### src/rtl/wbsw_sram_pkg.sv
package wbsw_sram_pkg;
  localparam int LANE_W = 8;
  localparam int LANES  = 2;
  localparam int BUS_W  = LANE_W * LANES;
  typedef logic [LANE_W-1:0] lane_t;
  typedef logic [LANES-1:0]  lane_mask_t;
endpackage

### src/rtl/wbsw_sram_ctl.sv
module wbsw_sram_ctl
  import wbsw_sram_pkg::*;
(
  input  logic       clk,
  input  logic       rst,
  input  logic       word_mode,
  input  logic       addr_lsb,
  input  logic       cs_n,
  input  logic       cs,
  input  logic       we_n,
  input  logic       oe_n,
  input  logic       lo_n,
  input  logic       hi_n,
  output lane_mask_t wr_lane,
  output lane_mask_t drv_lane,
  output logic       pick_hi
);
  logic       chip_on;
  logic       active;
  lane_mask_t lane_req;

  always_comb begin
    chip_on  = !cs_n && cs && !rst;
    // word mode: lanes from the controls; byte mode: lane from the byte select
    lane_req = word_mode ? {!hi_n, !lo_n} : (addr_lsb ? 2'b10 : 2'b01);
    active   = chip_on && (|lane_req);
    wr_lane  = (active && !we_n) ? lane_req : '0;
    if (active && we_n && !oe_n)
      drv_lane = word_mode ? lane_req : 2'b01;
    else
      drv_lane = '0;
    pick_hi  = !word_mode && addr_lsb;
  end

  p_desel_r1: assert property (@(posedge clk) disable iff (rst)
    (cs_n || !cs) |-> (wr_lane == '0 && drv_lane == '0));
  p_both_off_r2: assert property (@(posedge clk) disable iff (rst)
    (word_mode && lo_n && hi_n) |-> (wr_lane == '0 && drv_lane == '0));
  p_byte_lane0_r5: assert property (@(posedge clk) disable iff (rst)
    !word_mode |-> (!drv_lane[1] && $onehot0(wr_lane)));
  p_write_quiet_r7: assert property (@(posedge clk) disable iff (rst)
    !we_n |-> (drv_lane == '0));
  p_oe_off_r8: assert property (@(posedge clk) disable iff (rst)
    oe_n |-> (drv_lane == '0));
endmodule

### src/rtl/wbsw_sram_lane.sv
module wbsw_sram_lane #(
  parameter int AW = 6,
  parameter int W  = 8
) (
  input  logic          clk,
  input  logic          rst,
  input  logic          we,
  input  logic [AW-1:0] addr,
  input  logic [W-1:0]  wdata,
  output logic [W-1:0]  rdata
);
  localparam int DEPTH = 1 << AW;
  logic [W-1:0] mem [DEPTH];

  always_ff @(posedge clk) begin
    if (we) mem[addr] <= wdata;
  end

  assign rdata = mem[addr];

  p_store_r7: assert property (@(posedge clk) disable iff (rst)
    we |=> (mem[$past(addr)] == $past(wdata)));
endmodule

### src/rtl/wbsw_sram_rdmux.sv
module wbsw_sram_rdmux
  import wbsw_sram_pkg::*;
(
  input  lane_t             lane_lo,
  input  lane_t             lane_hi,
  input  lane_mask_t        drv_lane,
  input  logic              pick_hi,
  output logic [BUS_W-1:0]  dout,
  output lane_mask_t        dout_en
);
  always_comb begin
    dout[LANE_W-1:0]     = drv_lane[0] ? (pick_hi ? lane_hi : lane_lo) : '0;
    dout[BUS_W-1:LANE_W] = drv_lane[1] ? lane_hi : '0;
    dout_en              = drv_lane;
  end
endmodule

### src/rtl/wbsw_sram.sv
module wbsw_sram
  import wbsw_sram_pkg::*;
#(
  parameter int WORD_AW = 6
) (
  input  logic               clk,
  input  logic               rst,
  input  logic               word_mode,
  input  logic [WORD_AW-1:0] addr,
  input  logic               addr_lsb,
  input  logic               cs_n,
  input  logic               cs,
  input  logic               we_n,
  input  logic               oe_n,
  input  logic               lo_n,
  input  logic               hi_n,
  input  logic [15:0]        din,
  output logic [15:0]        dout,
  output logic [1:0]         dout_en
);
  lane_mask_t wr_lane;
  lane_mask_t drv_lane;
  logic       pick_hi;
  lane_t      rd_lane [LANES];

  wbsw_sram_ctl u_ctl (
    .clk(clk), .rst(rst), .word_mode(word_mode), .addr_lsb(addr_lsb),
    .cs_n(cs_n), .cs(cs), .we_n(we_n), .oe_n(oe_n), .lo_n(lo_n), .hi_n(hi_n),
    .wr_lane(wr_lane), .drv_lane(drv_lane), .pick_hi(pick_hi)
  );

  for (genvar g = 0; g < LANES; g++) begin : g_lane
    lane_t wd;
    // byte mode feeds every lane from the low bus lane
    assign wd = word_mode ? din[g*LANE_W +: LANE_W] : din[LANE_W-1:0];
    wbsw_sram_lane #(.AW(WORD_AW), .W(LANE_W)) u_mem (
      .clk(clk), .rst(rst), .we(wr_lane[g]), .addr(addr),
      .wdata(wd), .rdata(rd_lane[g])
    );
  end

  wbsw_sram_rdmux u_rdmux (
    .lane_lo(rd_lane[0]), .lane_hi(rd_lane[1]), .drv_lane(drv_lane),
    .pick_hi(pick_hi), .dout(dout), .dout_en(dout_en)
  );

  always_comb begin
    if (rst) p_reset_quiet_r10: assert (dout_en == 2'b00);
  end

  p_lane_idle_r9: assert property (@(posedge clk) disable iff (rst)
    (!dout_en[1] |-> dout[15:8] == 8'h00) and (!dout_en[0] |-> dout[7:0] == 8'h00));
endmodule

### config.mk
export PLATFORM = sky130hd
export DESIGN_NAME = wbsw_sram
export DESIGN_NICKNAME = d
export VERILOG_FILES = /design/src/rtl/wbsw_sram_pkg.sv /design/src/rtl/wbsw_sram_ctl.sv /design/src/rtl/wbsw_sram_lane.sv /design/src/rtl/wbsw_sram_rdmux.sv /design/src/rtl/wbsw_sram.sv
export SDC_FILE = /design/constraint.sdc
export NUM_CORES = 1
export LEC_CHECK = 0
export BUFFER_PORTS_ARGS = -buffer_cell sky130_fd_sc_hd__buf_4
export CORE_UTILIZATION = 40
export CTS_BUF_LIST = sky130_fd_sc_hd__clkbuf_2
export CTS_CLUSTER_SIZE = 8
export DETAILED_ROUTE_END_ITERATION = 16
export PLACE_DENSITY = 0.63
export SLEW_MARGIN = 25
export SYNTH_ARGS = -nofsm -noshare
export SYNTH_HDL_FRONTEND = slang
export SYNTH_SLANG_ARGS = --single-unit
### constraint.sdc
create_clock -name clk -period 4.6 [get_ports clk]
set_input_delay 0.23 -clock clk [delete_from_list [all_inputs] [get_ports clk]]
set_output_delay 0.23 -clock clk [all_outputs]
set_load 0.01 [all_outputs]
== Yosys cells after proc, flatten, opt, wreduce, memory -nomap -nowiden ==
Memories as Yosys holds them, arrays and structs flattened.
Cells that the tools add are included.

* Mux-type cells: 13
* Reductions and logical operators: 15

{| class="wikitable"
|+ Operators with widths
! kind !! number
|-
| 2-to-1 mux 8 bit || 4
|-
| 2-to-1 mux 2 bit || 5
|-
| logical AND 1 bit || 7
|-
| zero test 1 bit || 7
|-
| 2-to-1 mux 1 bit || 4
|-
| OR reduction 2 bit || 1
|}

* Flip-flop bits (word level): 0
* Memory bits (writable): 1,024
* Bits of input ports: 32
* Output and inout bits: 18
* Memories: 2

{| class="wikitable"
|+ Memory list
! memory !! words !! bits a word !! read ports !! clocked after memory_dff !! write ports !! RTL line !! text
|-
| g_lane[0].u_mem.mem || 64 || 8 || 1 || 0 || 1 || wbsw_sram_lane.sv:13 || <nowiki>logic [W-1:0] mem [DEPTH];</nowiki>
|-
| g_lane[1].u_mem.mem || 64 || 8 || 1 || 0 || 1 || wbsw_sram_lane.sv:13 ||
|}

== Depth between registers and ports, before layout ==
* Depth in word-level cells: 8
* Gate-level depth with buffers: 11
* Depth with buffers taken out: 7

== Hierarchy ==
From an unflattened synthesis, not the netlist that was laid out.

* Cell total of the unflattened synthesis: 2,371
* Area total of the unflattened synthesis: 40,998.1 um^2

{| class="wikitable"
|+ Modules (own cells, without submodules)
! module !! instances !! cells each !! area each (um^2) !! seq. area each (um^2)
|-
| wbsw_sram_lane || 2 || 1,163 || 20,289.5 || 15,374.7
|-
| wbsw_sram_rdmux || 1 || 27 || 206.4 || 0.0
|-
| wbsw_sram || 1 || 9 || 131.4 || 0.0
|-
| wbsw_sram_ctl || 1 || 9 || 81.3 || 0.0
|}

== Worst setup path after synthesis ==
OpenSTA, ideal clock, no wires.

* Path type: input-to-reg
* Start: in word_mode
* End: mem g_lane[0].u_mem.mem[12][0] (enable)
* Setup time: 0.371 ns
* Data arrival time: 1.881 ns
* Required time: 4.229 ns
* Setup slack: 2.348 ns
* Stages: 6
* Buffers on the path: 1
* Cell sequence: clkbuf_1 nand3_1 nand3_1 nor3_1 nand3_1 nor2_1

* Cells in the longest elaborated chain, start to end: 7

{| class="wikitable"
|+ RTL lines
! element !! RTL line !! text
|-
| start, declared || wbsw_sram.sv:8 || <nowiki>input logic word_mode,</nowiki>
|-
| 2-to-1 mux 2 bit (*) || wbsw_sram_ctl.sv:25 || <nowiki>lane_req = word_mode ? {!hi_n, !lo_n} : (addr_lsb ? 2'b10 : 2'b01);</nowiki>
|-
| OR reduction 2 bit || wbsw_sram_ctl.sv:26 || <nowiki>active = chip_on && (|lane_req);</nowiki>
|-
| logical AND 1 bit || wbsw_sram_ctl.sv:26 ||
|-
| logical AND 1 bit || wbsw_sram_ctl.sv:27 || <nowiki>wr_lane = (active && !we_n) ? lane_req : '0;</nowiki>
|-
| 2-to-1 mux 2 bit (*) || wbsw_sram_ctl.sv:27 ||
|-
| 2-to-1 mux 1 bit (*) || wbsw_sram_lane.sv:16 || <nowiki>if (we) mem[addr] <= wdata;</nowiki>
|-
| 2-to-1 mux 1 bit (not written as such) (*) || wbsw_sram_lane.sv:16 ||
|-
| end, declared || wbsw_sram_lane.sv:13 ||
|}

Mark *: on every way between the ends. The rest lies on a longest branch, timed or not.

== Worst setup path after layout ==
* Start: in addr[2]
* End: out dout[1]

* Cells in the longest elaborated chain, start to end: 3

{| class="wikitable"
|+ RTL lines
! element !! RTL line !! text
|-
| start, declared || wbsw_sram.sv:9 || <nowiki>input logic [WORD_AW-1:0] addr,</nowiki>
|-
| memory read (64 x 8 bit) || n/a ||
|-
| 2-to-1 mux 8 bit (*) (2 in series) || wbsw_sram_rdmux.sv:12 || <nowiki>dout[LANE_W-1:0] = drv_lane[0] ? (pick_hi ? lane_hi : lane_lo) : '0;</nowiki>
|-
| end, declared || wbsw_sram.sv:18 || <nowiki>output logic [15:0] dout,</nowiki>
|}

Marked as above.

==> out/results.txt <==
status = finished clean
slew margin rel. = 24.9%
CTS tree = done
Crit path largest cell delay = 0.83 ns
drt via density = 5.94
Syn. warnings = 0
Mapped Avg Cell Area = 17.5 um2
WP buf/inv = 5
DRC = 0
Synth Instances = 2318
Placer Congestion = 0.962
Detailed Route WL = 123 mm
kind of end point of the critical path = primary output
dpl ws = 0.385 ns
overflow left after global routing = 0
hold crit path type = input port to register
Die Width = 320 um
fin. max-slew vios = 0
final net count = 2689
Fin Hold WS = 0.177 ns
Die Height = 320 um
first-pass GRT wire length = 174 mm
VDD IR max = 0.000237 V
initial core utilization = 40.4%
final worst slack = 0.0333 ns
TritonCTS Buffers = 234
net switching power = 4.47 mW
commonest non-fill, non-tap cell in the layout = edfxtp_1
Critical Path AT = 4.34 ns
Final Util = 45.7%
asr flop ratio synth = 0%
Core ar. = 100000 um2
Crit Path Max Fanout = 60
clock share of power = 33.4%
Sw Ratio = 25.8%
register area share after synthesis = 75.9%
GRT Total Usage = 23.7%
Reg power frac = 59.3%
area share of the largest cell type after synthesis = 75.9%
Layout fillers = 8720
CP Launch Type = input port
WL/cell = 29.2 um
Final ANT Viol Nets = 0
Fin Setup TNS = 0 ns
initial drt markers = 3309
Tcrit/Tclk final = 99.3%
Top FF cell, synth = edfxtp_1
worst-path cell chain = dlygate4sd3_1 -> buf_8 -> buf_12 -> buf_12 -> mux2i_1 -> o22ai_1 -> a31o_2 -> a21oi_1 -> o221ai_1 -> nor3_4 -> a211oi_1 -> buf_4
most frequent cells in the layout = edfxtp_1, clkbuf_2, buf_4
Synth Register Bits = 1024
Comb pwr share = 7.3%
final setup violation count = 0
Max H-tree Level = 4
CTS Root Cell = clkbuf_2
most used cell along the critical path = buf_12
post-synth top area cell = edfxtp_1
unique cell type count in the Yosys netlist = 60
synthesized net count = 2350
internal power = 12.9 mW
largest register by flop count = g_lane.u_mem.mem
Post-DP Area = 43000 um2
ranking of synthesized cells by area = edfxtp_1, mux2i_1, mux2_2, a22oi_1, mux4_2
area grow syn2layout = 13.0%
vias in the first global route = 24700
number of port buffers = 49
finished layout cell area = 45800 um2
Die ar. = 103000 um2
CP required = 4.37 ns
Final Critical Period = 4.57 ns
Cell Rows = 116
Worst-Margin Slew = 1.12 ns
Mapped Area = 40500 um2
CP max-delay cell = a211oi_1
Longest Clk Path Bufs = 3
WS Path Type = input port to primary output
dpl hpwl = 74.4 mm
Placed Cells = 3727
clock sink count = 1024
Ports = 50
Power Dens Cells = 379 nW/um2
via count = 25000
Initial DRT Pass Iterations = 7
Total Power = 17.4 mW
Final Hold Fails = 0
initial antenna violation count = 9
share of cells above drive strength 1 = 26.2%
EDFF count, synth = 1024
largest net degree at the start of global routing = 66
P_leak = 15.2 nW
FMAX = 219 MHz
MaxCap Viol Count = 0
delay-heaviest family, CP = buffers and inverters
max reg flops = 1024
top flop regs = g_lane.u_mem.mem (1024)
Finished Layout Cells = 4209
CTS clk-pin slew, worst paths = 0.11 ns
kinds of logic (layout without fill, tap and decap cells):
group	count (synthesis)	after routing	synth area share [%]
buffers and inverters	160	683	2.44
AND/OR/NAND/NOR	324	325	3.53
multiplexers	302	302	8.87
other	0	10	0
flip-flops	1024	1024	75.9
AO/OA/AOI/OAI	508	508	9.29
cells in the mapped netlist (all sizes together), types with 8 or more instances:
| master | number |
|---|---|
| edfxtp | 1024 |
| nor2 | 174 |
| mux2i | 173 |
| buf | 119 |
| a22oi | 115 |
| a221oi | 93 |
| mux2 | 93 |
| nand2 | 64 |
| o21ai | 62 |
| o22ai | 59 |
| a21oi | 48 |
| clkbuf | 36 |
| mux4 | 36 |
| a22o | 26 |
| o22a | 26 |
| nand3 | 25 |
| o221ai | 18 |
| a221o | 16 |
| nor3 | 13 |
| a211oi | 12 |
| a31oi | 12 |
| nor4 | 8 |
final cells by class:
class / count / area [um2] / area share [%]
sequential: 1024 / 30700 / 67.2
clock buffer: 349 / 1750 / 3.81
tap: 1357 / 1700 / 3.71
multi-input combinational: 1135 / 8890 / 19.4
timing repair buffer: 257 / 2260 / 4.94
inverter: 5 / 18.8 / 0.0410
clock inverter: 72 / 395 / 0.863
antenna: 10 / 25.0 / 0.0547
routing by layer:
metal  global-route usage, %  vias up  share of wire, %
met5                       0        -              0.11
li1                        -    10300                 -
met2                    35.8     1762                45
met4                    11.2       12               4.4
met3                    8.47      363                13
met1                    30.5    12600                38
worst paths after layout:
kind	cells past startpoint	startpoint	end
setup / recovery	12	addr[2]	dout[1]
hold / removal	3	din[14]	g_lane[1].u_mem.mem[57][6]
power groups by stage:
stage                     Combinational (mW)  Clock [mW]  Sequential [mW]
after CTS                               1.21        5.89             10.3
after global routing                    1.28        6.34             10.3
after global placement                  1.13           0             10.5
after detailed placement                1.15           0             10.5
final                                   1.26        5.80             10.3
after floorplan                        0.620           0             10.5
what timing repair did:
action	4_1_cts	5_1_grt
buffers inserted	0	1
resized for setup	3	7
pin swaps	0	2
hold buffers	49	0
endpoints found under the setup margin	4	7
hold endpoints to repair	2048	0
gates cloned	0	1
(Power assumes the default switching activity.)
